## config.mk

```make
export PLATFORM = sky130hd
export DESIGN_NAME = sr_panel_ctrl
export DESIGN_NICKNAME = d
export VERILOG_FILES = /design/src/rtl/sr_pkg.sv /design/src/rtl/sr_idle_cnt.sv /design/src/rtl/sr_sleep_cnt.sv /design/src/rtl/sr_req_hold.sv /design/src/rtl/sr_fsm.sv /design/src/rtl/sr_panel_ctrl.sv
export SDC_FILE = /design/constraint.sdc
export NUM_CORES = 1
export LEC_CHECK = 0
export ABC_AREA = 1
export BUFFER_PORTS_ARGS = -buffer_cell sky130_fd_sc_hd__buf_2
export CORE_UTILIZATION = 45
export CTS_CLUSTER_SIZE = 10
export DETAILED_ROUTE_END_ITERATION = 6
export PLACE_DENSITY_LB_ADDON = 0.1
export SETUP_SLACK_MARGIN = 0.5
export SYNTH_ARGS = -nofsm -noshare
export SYNTH_HDL_FRONTEND = slang
export SYNTH_SLANG_ARGS = --single-unit
```

## constraint.sdc

```tcl
create_clock -name clk -period 2 [get_ports clk]
set_input_delay 0.4 -clock clk [delete_from_list [all_inputs] [get_ports clk]]
set_output_delay 0.4 -clock clk [all_outputs]
set_load 0.05 [all_outputs]
```

## src/rtl/sr_pkg.sv

```systemverilog
package sr_pkg;
   typedef enum logic [2:0] {
      ST_OFF     = 3'd0,
      ST_IDLE    = 3'd1,
      ST_ENTRY   = 3'd2,
      ST_HOLD    = 3'd3,
      ST_REFRESH = 3'd4,
      ST_LEAVE   = 3'd5
   } sr_state_e;

   function automatic logic busy_state(sr_state_e s);
      return (s == ST_ENTRY) || (s == ST_REFRESH) || (s == ST_LEAVE);
   endfunction
endpackage

```

## src/rtl/sr_idle_cnt.sv

```systemverilog
module sr_idle_cnt #(
   parameter int IDLE_W = 4,
   parameter bit ADJUST = 1'b1
) (
   input  logic              clk,
   input  logic              rst_n,
   input  logic              run,
   input  logic              clr,
   input  logic              tick,
   input  logic [IDLE_W-1:0] cfg,
   output logic              reached
);
   localparam int CW = IDLE_W + 1;

   logic [CW-1:0] thr;
   logic [CW-1:0] cnt;

   generate
      if (ADJUST) begin : g_adjust
         always_comb thr = (cfg == '0) ? CW'(2) : CW'(cfg) + CW'(1);
      end else begin : g_raw
         always_comb thr = (cfg == '0) ? CW'(1) : CW'(cfg);
      end
   endgenerate

   always_ff @(posedge clk or negedge rst_n) begin
      if (!rst_n)                   cnt <= '0;
      else if (!run || clr)         cnt <= '0;
      else if (tick && (cnt < thr)) cnt <= cnt + CW'(1);
   end

   assign reached = run && (cnt == thr);


   idle_clr_chk: assert property (@(posedge clk) disable iff (!rst_n)
      clr |=> (cnt == '0));

   idle_sat_chk: assert property (@(posedge clk) disable iff (!rst_n)
      run |-> (cnt <= thr));
endmodule

```

## src/rtl/sr_sleep_cnt.sv

```systemverilog
module sr_sleep_cnt #(
   parameter int SLEEP_W = 5
) (
   input  logic               clk,
   input  logic               rst_n,
   input  logic               run,
   input  logic               tick,
   input  logic [SLEEP_W-1:0] cfg,
   output logic               fire
);
   logic [SLEEP_W-1:0] cnt;
   logic [SLEEP_W:0]   nxt;

   assign nxt  = {1'b0, cnt} + (SLEEP_W+1)'(1);
   assign fire = run && tick && (cfg != '0) && (nxt >= {1'b0, cfg});

   always_ff @(posedge clk or negedge rst_n) begin
      if (!rst_n)                    cnt <= '0;
      else if (!run || fire)         cnt <= '0;
      else if (tick && (cfg != '0))  cnt <= nxt[SLEEP_W-1:0];
   end


   sleep_bound_chk: assert property (@(posedge clk) disable iff (!rst_n)
      (cfg != '0) |-> (cnt < cfg));
endmodule

```

## src/rtl/sr_req_hold.sv

```systemverilog
module sr_req_hold (
   input  logic clk,
   input  logic rst_n,
   input  logic hold,
   input  logic clear,
   input  logic act_req,
   input  logic exit_req,
   output logic act_eff,
   output logic exit_eff
);
   logic act_pend;
   logic exit_pend;

   always_ff @(posedge clk or negedge rst_n) begin
      if (!rst_n) begin
         act_pend  <= 1'b0;
         exit_pend <= 1'b0;
      end else if (clear || !hold) begin
         act_pend  <= 1'b0;
         exit_pend <= 1'b0;
      end else begin
         act_pend  <= act_pend  | act_req;
         exit_pend <= exit_pend | exit_req;
      end
   end

   assign act_eff  = act_req  | act_pend;
   assign exit_eff = exit_req | exit_pend;


   pend_act_chk: assert property (@(posedge clk) disable iff (!rst_n)
      (hold && !clear && act_req) |=> act_eff);

   pend_exit_chk: assert property (@(posedge clk) disable iff (!rst_n)
      (hold && !clear && exit_req) |=> exit_eff);
endmodule

```

## src/rtl/sr_fsm.sv

```systemverilog
module sr_fsm
   import sr_pkg::*;
(
   input  logic      clk,
   input  logic      rst_n,
   input  logic      enable,
   input  logic      act_eff,
   input  logic      exit_eff,
   input  logic      reached,
   input  logic      sfu_fire,
   input  logic      tick,
   input  logic      wake_ack,
   input  logic      cfg_standby,
   output sr_state_e state,
   output logic      mode_standby
);
   sr_state_e nxt;

   always_comb begin
      nxt = state;
      case (state)
         ST_OFF:     if (enable) nxt = ST_IDLE;
         ST_IDLE:    if (!enable) nxt = ST_OFF;
                     else if (act_eff) nxt = ST_ENTRY;
         ST_ENTRY:   if (reached) nxt = ST_HOLD;
         ST_HOLD:    if (!enable) nxt = ST_OFF;
                     else if (exit_eff) nxt = ST_LEAVE;
                     else if (sfu_fire) nxt = ST_REFRESH;
         ST_REFRESH: if (tick) nxt = ST_HOLD;
         ST_LEAVE:   if (wake_ack) nxt = ST_IDLE;
         default:    nxt = ST_OFF;
      endcase
   end

   always_ff @(posedge clk or negedge rst_n) begin
      if (!rst_n) begin
         state        <= ST_OFF;
         mode_standby <= 1'b0;
      end else begin
         state <= nxt;
         if (state == ST_OFF && enable) mode_standby <= cfg_standby;
      end
   end


   off_step_chk: assert property (@(posedge clk) disable iff (!rst_n)
      (state == ST_OFF) |=> (state == ST_OFF || state == ST_IDLE));

   idle_step_chk: assert property (@(posedge clk) disable iff (!rst_n)
      (state == ST_IDLE) |=> (state == ST_OFF || state == ST_IDLE || state == ST_ENTRY));

   exit_direct_chk: assert property (@(posedge clk) disable iff (!rst_n)
      (state == ST_HOLD && enable && exit_eff) |=> (state == ST_LEAVE));

   wake_hold_chk: assert property (@(posedge clk) disable iff (!rst_n)
      (state == ST_LEAVE && !wake_ack) |=> (state == ST_LEAVE));
endmodule

```

## src/rtl/sr_panel_ctrl.sv

```systemverilog
module sr_panel_ctrl
   import sr_pkg::*;
#(
   parameter int IDLE_W  = 4,
   parameter int SLEEP_W = 5,
   parameter bit ADJUST  = 1'b1
) (
   input  logic               clk,
   input  logic               rst_n,
   input  logic               enable,
   input  logic               activate_req,
   input  logic               exit_req,
   input  logic               frame_tick,
   input  logic [IDLE_W-1:0]  cfg_idle_frames,
   input  logic               cfg_link_standby,
   input  logic [SLEEP_W-1:0] cfg_max_sleep,
   input  logic               wake_ack,
   output logic [2:0]         state_code,
   output logic               in_transition,
   output logic               link_standby,
   output logic               link_off,
   output logic               wake_req
);
   initial begin
      param_idle_chk:  assert (IDLE_W >= 1 && IDLE_W <= 16)
         else $error("IDLE_W out of range");
      param_sleep_chk: assert (SLEEP_W >= 1 && SLEEP_W <= 16)
         else $error("SLEEP_W out of range");
   end

   sr_state_e state;
   logic      mode_standby;
   logic      busy;
   logic      act_eff, exit_eff, reached, sfu_fire;

   assign busy = busy_state(state);

   sr_req_hold u_hold (
      .clk      (clk),
      .rst_n    (rst_n),
      .hold     (busy),
      .clear    (state == ST_OFF),
      .act_req  (activate_req),
      .exit_req (exit_req),
      .act_eff  (act_eff),
      .exit_eff (exit_eff)
   );

   sr_idle_cnt #(.IDLE_W(IDLE_W), .ADJUST(ADJUST)) u_idle (
      .clk     (clk),
      .rst_n   (rst_n),
      .run     (state == ST_ENTRY),
      .clr     (exit_req),
      .tick    (frame_tick),
      .cfg     (cfg_idle_frames),
      .reached (reached)
   );

   sr_sleep_cnt #(.SLEEP_W(SLEEP_W)) u_sleep (
      .clk  (clk),
      .rst_n(rst_n),
      .run  (state == ST_HOLD),
      .tick (frame_tick),
      .cfg  (cfg_max_sleep),
      .fire (sfu_fire)
   );

   sr_fsm u_fsm (
      .clk          (clk),
      .rst_n        (rst_n),
      .enable       (enable),
      .act_eff      (act_eff),
      .exit_eff     (exit_eff),
      .reached      (reached),
      .sfu_fire     (sfu_fire),
      .tick         (frame_tick),
      .wake_ack     (wake_ack),
      .cfg_standby  (cfg_link_standby),
      .state        (state),
      .mode_standby (mode_standby)
   );

   assign state_code    = state;
   assign in_transition = busy;
   assign wake_req      = (state == ST_LEAVE);
   assign link_standby  = (state == ST_HOLD) &&  mode_standby;
   assign link_off      = (state == ST_HOLD) && !mode_standby;


   wake_busy_chk: assert property (@(posedge clk) disable iff (!rst_n)
      wake_req |-> in_transition);

   link_excl_chk: assert property (@(posedge clk) disable iff (!rst_n)
      $onehot0({link_standby, link_off}));
endmodule

```

# Yosys cells after proc, flatten, opt, wreduce, memory -nomap -nowiden
# Cells that the tools add are included.
[word_totals] register_bits=16 latchBits=0 ramBits=0 mem_bits_ro=0 input_bits=17 elab_cells=66 mem_count=0
[classes] n_addsub=3 mul=0 div_mod_pow=0 n_lt_le_gt_ge=2 eq_ne=12 shift=0 n_mux=17 n_bitwise=2 n_reduce_logical=24
[ops] cell="2-to-1 mux 3 bit" count=9
[ops] cell="2-to-1 mux 5 bit" count=5
[ops] cell="case mux 3 bit (6 select lines)" count=1
[ops] cell="logical AND 1 bit" count=9
[ops] cell="!= test 2 bit (second input constant)" count=4
[ops] cell="adder 5 x 1 -> 6 bit (second input constant)" count=1
[ops] cell="equality test 3 x 2 -> 1 bit (second input constant)" count=2
[ops] cell="equality test 3 bit (second input constant)" count=2
[ops] cell="greater-or-equal comparator 6 x 5 -> 1 bit" count=1
[ops] cell="AND reduction 6 bit" count=1
[ops] cell="adder 4 x 1 -> 5 bit (second input constant)" count=1
[ops] cell="adder 5 x 1 -> 5 bit (second input constant)" count=1
[ops] cell="equality test 5 bit" count=1
[ops] cell="logical OR 1 bit" count=5
[ops] cell="less-than comparator 5 bit" count=1
[ops] cell="nonzero test 5 bit" count=1
[ops] cell="zero test 1 bit" count=4
[ops] cell="zero test 4 bit" count=1
[ops] cell="!= test 4 bit (second input constant)" count=1
[ops] cell="nonzero test 2 bit" count=2
[ops] cell="equality test 3 x 1 -> 1 bit (second input constant)" count=1
[ops] cell="zero test 3 bit" count=1
[ops] cell="!= test 3 bit (second input constant)" count=1
[ops] cell="2-to-1 mux 1 bit" count=2
[ops] cell="bitwise OR 1 bit" count=2

# Logic depth before layout (Yosys ltp)
[depth] ltp_word=8 depth_mapped=14

# Hierarchy
# A second synthesis with hierarchy kept.
[unflattened] hier_cells=225 hier_area_um2=1490.2
[by_module_without_submodules] mod="sr_idle_cnt" instances=1 cells_per_inst=78 area_each_um2=559.3
[by_module_without_submodules] mod="sr_sleep_cnt" instances=1 cells_per_inst=72 area_each_um2=474.2
[by_module_without_submodules] mod="sr_fsm" instances=1 cells_per_inst=51 area_each_um2=312.8
[by_module_without_submodules] mod="sr_req_hold" instances=1 cells_per_inst=10 area_each_um2=82.6
[by_module_without_submodules] mod="sr_panel_ctrl" instances=1 cells_per_inst=14 area_each_um2=61.3

# Worst setup path after synthesis
# Ideal clock, no wire load.
[synth_timing] path_kind="input -> register" startpoint="input cfg_idle_frames[0]" endpoint="register u_fsm.state[0]" setup_ns=0.120 arrival_ns=2.034 slack_ns=-0.154 stages=12 path_buffers=0 path_cell_list="inv_1 > ha_1 > nor3b_1 > or2_2 > ha_1 > nand2_1 > nor2_1 > a21oi_4 > nor3_4 > nand2_2 > nand2_1 > nand2_1"
[synth_between] elab_chain_len=6
[synth_rtl] element="start: declaration" line_no="sr_panel_ctrl.sv:14" rtl="input logic [IDLE_W-1:0] cfg_idle_frames,"
[synth_rtl] element="adder 4 x 1 -> 5 bit or zero test 4 bit (tied branches)" line_no="sr_idle_cnt.sv:20" rtl="always_comb thr = (cfg == '0) ? CW'(2) : CW'(cfg) + CW'(1);"
[synth_rtl] element="2-to-1 mux 5 bit (*)" line_no="sr_idle_cnt.sv:20"
[synth_rtl] element="equality test 5 bit (*)" line_no="sr_idle_cnt.sv:32" rtl="assign reached = run && (cnt == thr);"
[synth_rtl] element="logical AND 1 bit (*)" line_no="sr_idle_cnt.sv:32"
[synth_rtl] element="!= test 2 bit (no line) (*)"
[synth_rtl] element="AND reduction 6 bit (no line) (*)"
[synth_rtl] element="end signal: assignment" line_no="sr_fsm.sv:40" rtl="state <= nxt;"
[synth_rtl] element="end: declaration" line_no="sr_fsm.sv:14" rtl="output sr_state_e state,"
# Mark *: on every way between the ends. The rest lies on a longest branch, timed or not.
# A chain may end at the register's enable or synchronous reset.

# Worst setup path after layout
[layout_timing] startpoint="register u_sleep.cnt[1]" endpoint="register u_fsm.state[2]"
[layout_between] elab_chain_len=5
[layout_rtl] element="start: declaration" line_no="sr_sleep_cnt.sv:11" rtl="logic [SLEEP_W-1:0] cnt;"
[layout_rtl] element="start signal: assignment" line_no="sr_sleep_cnt.sv:20" rtl="else if (tick && (cfg != '0)) cnt <= nxt[SLEEP_W-1:0];"
[layout_rtl] element="adder 5 x 1 -> 6 bit" line_no="sr_sleep_cnt.sv:14" rtl="assign nxt = {1'b0, cnt} + (SLEEP_W+1)'(1);"
[layout_rtl] element="greater-or-equal comparator 6 x 5 -> 1 bit" line_no="sr_sleep_cnt.sv:15" rtl="assign fire = run && tick && (cfg != '0) && (nxt >= {1'b0, cfg});"
[layout_rtl] element="logical AND 1 bit" line_no="sr_sleep_cnt.sv:15"
[layout_rtl] element="!= test 4 bit (no line)"
[layout_rtl] element="AND reduction 6 bit (no line)"
# No other way between the ends.

==> results.json <==
{
  "power.density_nw_per_um2": 896,
  "avgSynthCellArea_um2": 7.74,
  "synth_top_area_share_pct": 30.4,
  "hold_violations": 0,
  "dieArea_um2": 3140,
  "worst_slack_ns": 0.132,
  "fin_area_um2": 1990,
  "h-tree-depth": 1,
  "grt.overflow.total": 0,
  "grt_use_total_pct": 22.5,
  "cts.path.max_buffers": 2,
  "rows": 19,
  "routed_via_density": 5.22,
  "die_h_um": 56.1,
  "ir_worst_vdd_v": 0.000849,
  "dp_hpwl_um": 2180,
  "crit_path_end_kind": "flop",
  "syn_area_um2": 1320,
  "status": "completed",
  "vias": 1289,
  "fill_cells": 213,
  "cts_sinks": 16,
  "ant_nets": 0,
  "num_io_pins": 24,
  "fin_setup_tns_ns": 0,
  "skew_ns": 0.00458,
  "cts_made_buffers": 3,
  "period_minus_slack_ns": 1.87,
  "synth_edf_count": 0,
  "syn-num-nets": 201,
  "drt-total-wl_um": 3330,
  "slew_violations": 0,
  "portBuffers": 23,
  "drive_gt1_share_pct": 46.3,
  "placed_area_um2": 1630,
  "yosysTopAreaCell": "dfrtp_1",
  "drv_cap": 0,
  "drt_iter0_drc": 37,
  "relSlewSlack_pct": 73.5,
  "cts_tree": "yes",
  "synthArstFlopShare_pct": 100,
  "synth.distinct_cells": 30,
  "final.period_utilization_pct": 93.4,
  "cp.required_ns": 2.23,
  "synth-seq-cells": 16,
  "worst_slew_pin_slew_ns": 0.395,
  "wl_per_cell_um": 13.5,
  "clock_latency_ns": 0.29,
  "drc": 0,
  "fp.dieW_um": 56.1,
  "p_leak_nw": 0.999,
  "gp_congestion": 0.785,
  "syn_to_final_growth_pct": 51.2,
  "postCtsHoldBufs": 0,
  "finalSetupViolCount": 0,
  "start_util_pct": 47.7,
  "rsz0062_at_grt": "true",
  "insertedDiodeCount": 0,
  "synth_commonest_cells": "nand2_1, inv_1, nand3_1",
  "core_area_um2": 2760,
  "startpoint_type": "flop",
  "cts_root_buffer": "clkbuf_4",
  "grt_max_degree": 17,
  "antenna_found_initial": 0,
  "yosysMostFrequentCell": "nand2_1",
  "seq_area_frac_synth_pct": 30.4,
  "cts.reportedPaths.clkPinSlew_ns": 0.10,
  "crit_type": "flop to flop",
  "ys.warnings.count": 0,
  "hp-class": "input pin to asynchronous set/reset pin",
  "dp_slack_ns": -0.305,
  "firstDrtPassIters": 4,
  "arrival_ns": 2.10,
  "cp_max_fo": 4,
  "synth_area_leaders": "dfrtp_1, ha_1, nand2_1, nand3_1, inv_1",
  "syn-instance-count": 170,
  "grt_pass1_vias": 1290,
  "synth_top_flop_cell": "dfrtp_1",
  "grt_pass1_wl_um": 5600,
  "clock.fmax_ghz": 0.535,
  "fin_nets": 248
}
cell families after synthesis:
logic type / synth area share [%]
buffers and inverters: 6.85
AO/OA/AOI/OAI: 5.33
AND/OR/NAND/NOR: 38.7
flip-flops: 30.4
XOR/XNOR: 5.33
adder cells (fa/ha/maj): 13.3
where the power goes:
part	switching, mW	total, mW	leakage, nW	internal [mW]
registers	0.0889	0.476	0.208	0.387
clock network	0.106	0.184	0.0150	0.0775
logic	0.654	1.12	0.776	0.467
total	0.849	1.78	0.999	0.932
layout make-up:
class | instances | area, µm² | area share (%)
multi-input cells | 130 | 1060 | 53.5
flip-flops and latches | 16 | 407 | 20.5
repair buffers | 42 | 340 | 17.1
inverters | 24 | 113 | 5.66
well taps | 31 | 38.8 | 1.95
clock buffers | 4 | 26.3 | 1.32
repair_timing:
action                                  CTS  global route
pin swaps                                11            15
endpoints found under the setup margin   17            19
setup buffers                            13             3
resized for setup                        25            30
metal layers:
metal  vias to the layer above  GRT usage (%)  wire, µm
met5                         -              0         0
met4                         0           6.27        73
met3                        10           5.12       134
met2                        36           40.3      1730
met1                       592           26.7      1400
li1                        651              -         -
registers in the layout (all words and copies together) (netlist names):
signal              count
u_hold.act_pend         1
u_fsm.state             3
u_hold.exit_pend        1
u_sleep.cnt             5
u_idle.cnt              5
u_fsm.mode_standby      1
metrics by stage:
stage | util, % | power [mW] | hold slack, ns | std cells
after global routing | 72.1 | 1.90 | 0.0145 | 247
after floorplan | - | 1.09 | 0.104 | 170
final | 72.1 | 1.78 | 0.0177 | 247
after global placement | 59.1 | 1.24 | 0.345 | 227
after CTS | 67.1 | 1.66 | 0.0144 | 244
after detailed placement | 59.1 | 1.26 | 0.343 | 227
cell usage in the layout (no fill, tap or decap), types with 5 or more instances in the layout:
master   count
buf_2       16
nor2_1       9
buf_6        8
nor2_4       7
dfrtp_2      5
nand3_1     12
inv_1       19
dfrtp_1     11
nand4_1      6
ha_1        10
nand2_2      8
nand3_2      6
buf_4       14
xor2_1       5
nand2_1     29
nand2_4      6
final timing paths:
check,start,endpoint,slack (ns),cells past startpoint
worst max-delay path,u_sleep.cnt[1],u_fsm.state[2],0.13,13
worst min-delay path,rst_n,u_sleep.cnt[1],0.02,1
worst max register to register,u_sleep.cnt[1],u_fsm.state[2],0.13,13
worst min register to register,u_hold.act_pend,u_hold.act_pend,0.54,2
max in group asynchronous,rst_n,u_sleep.cnt[2],1.68,1
min in group clk,cfg_link_standby,u_fsm.mode_standby,0.35,3
worst max-delay path: stages, from the launching register on:
cell     delay [ns]
dfrtp_1        0.43
ha_4           0.17
nand3_4        0.08
xnor2_2        0.16
ha_1           0.32
nand2_1        0.08
nand2_2        0.06
nor2_4         0.12
nand2_2        0.06
nand2_2        0.07
nand2_4        0.07
nand2_4        0.09
nand2_1        0.05
nand2_1        0.05
No activity file was read; power rests on OpenSTA's default activity.
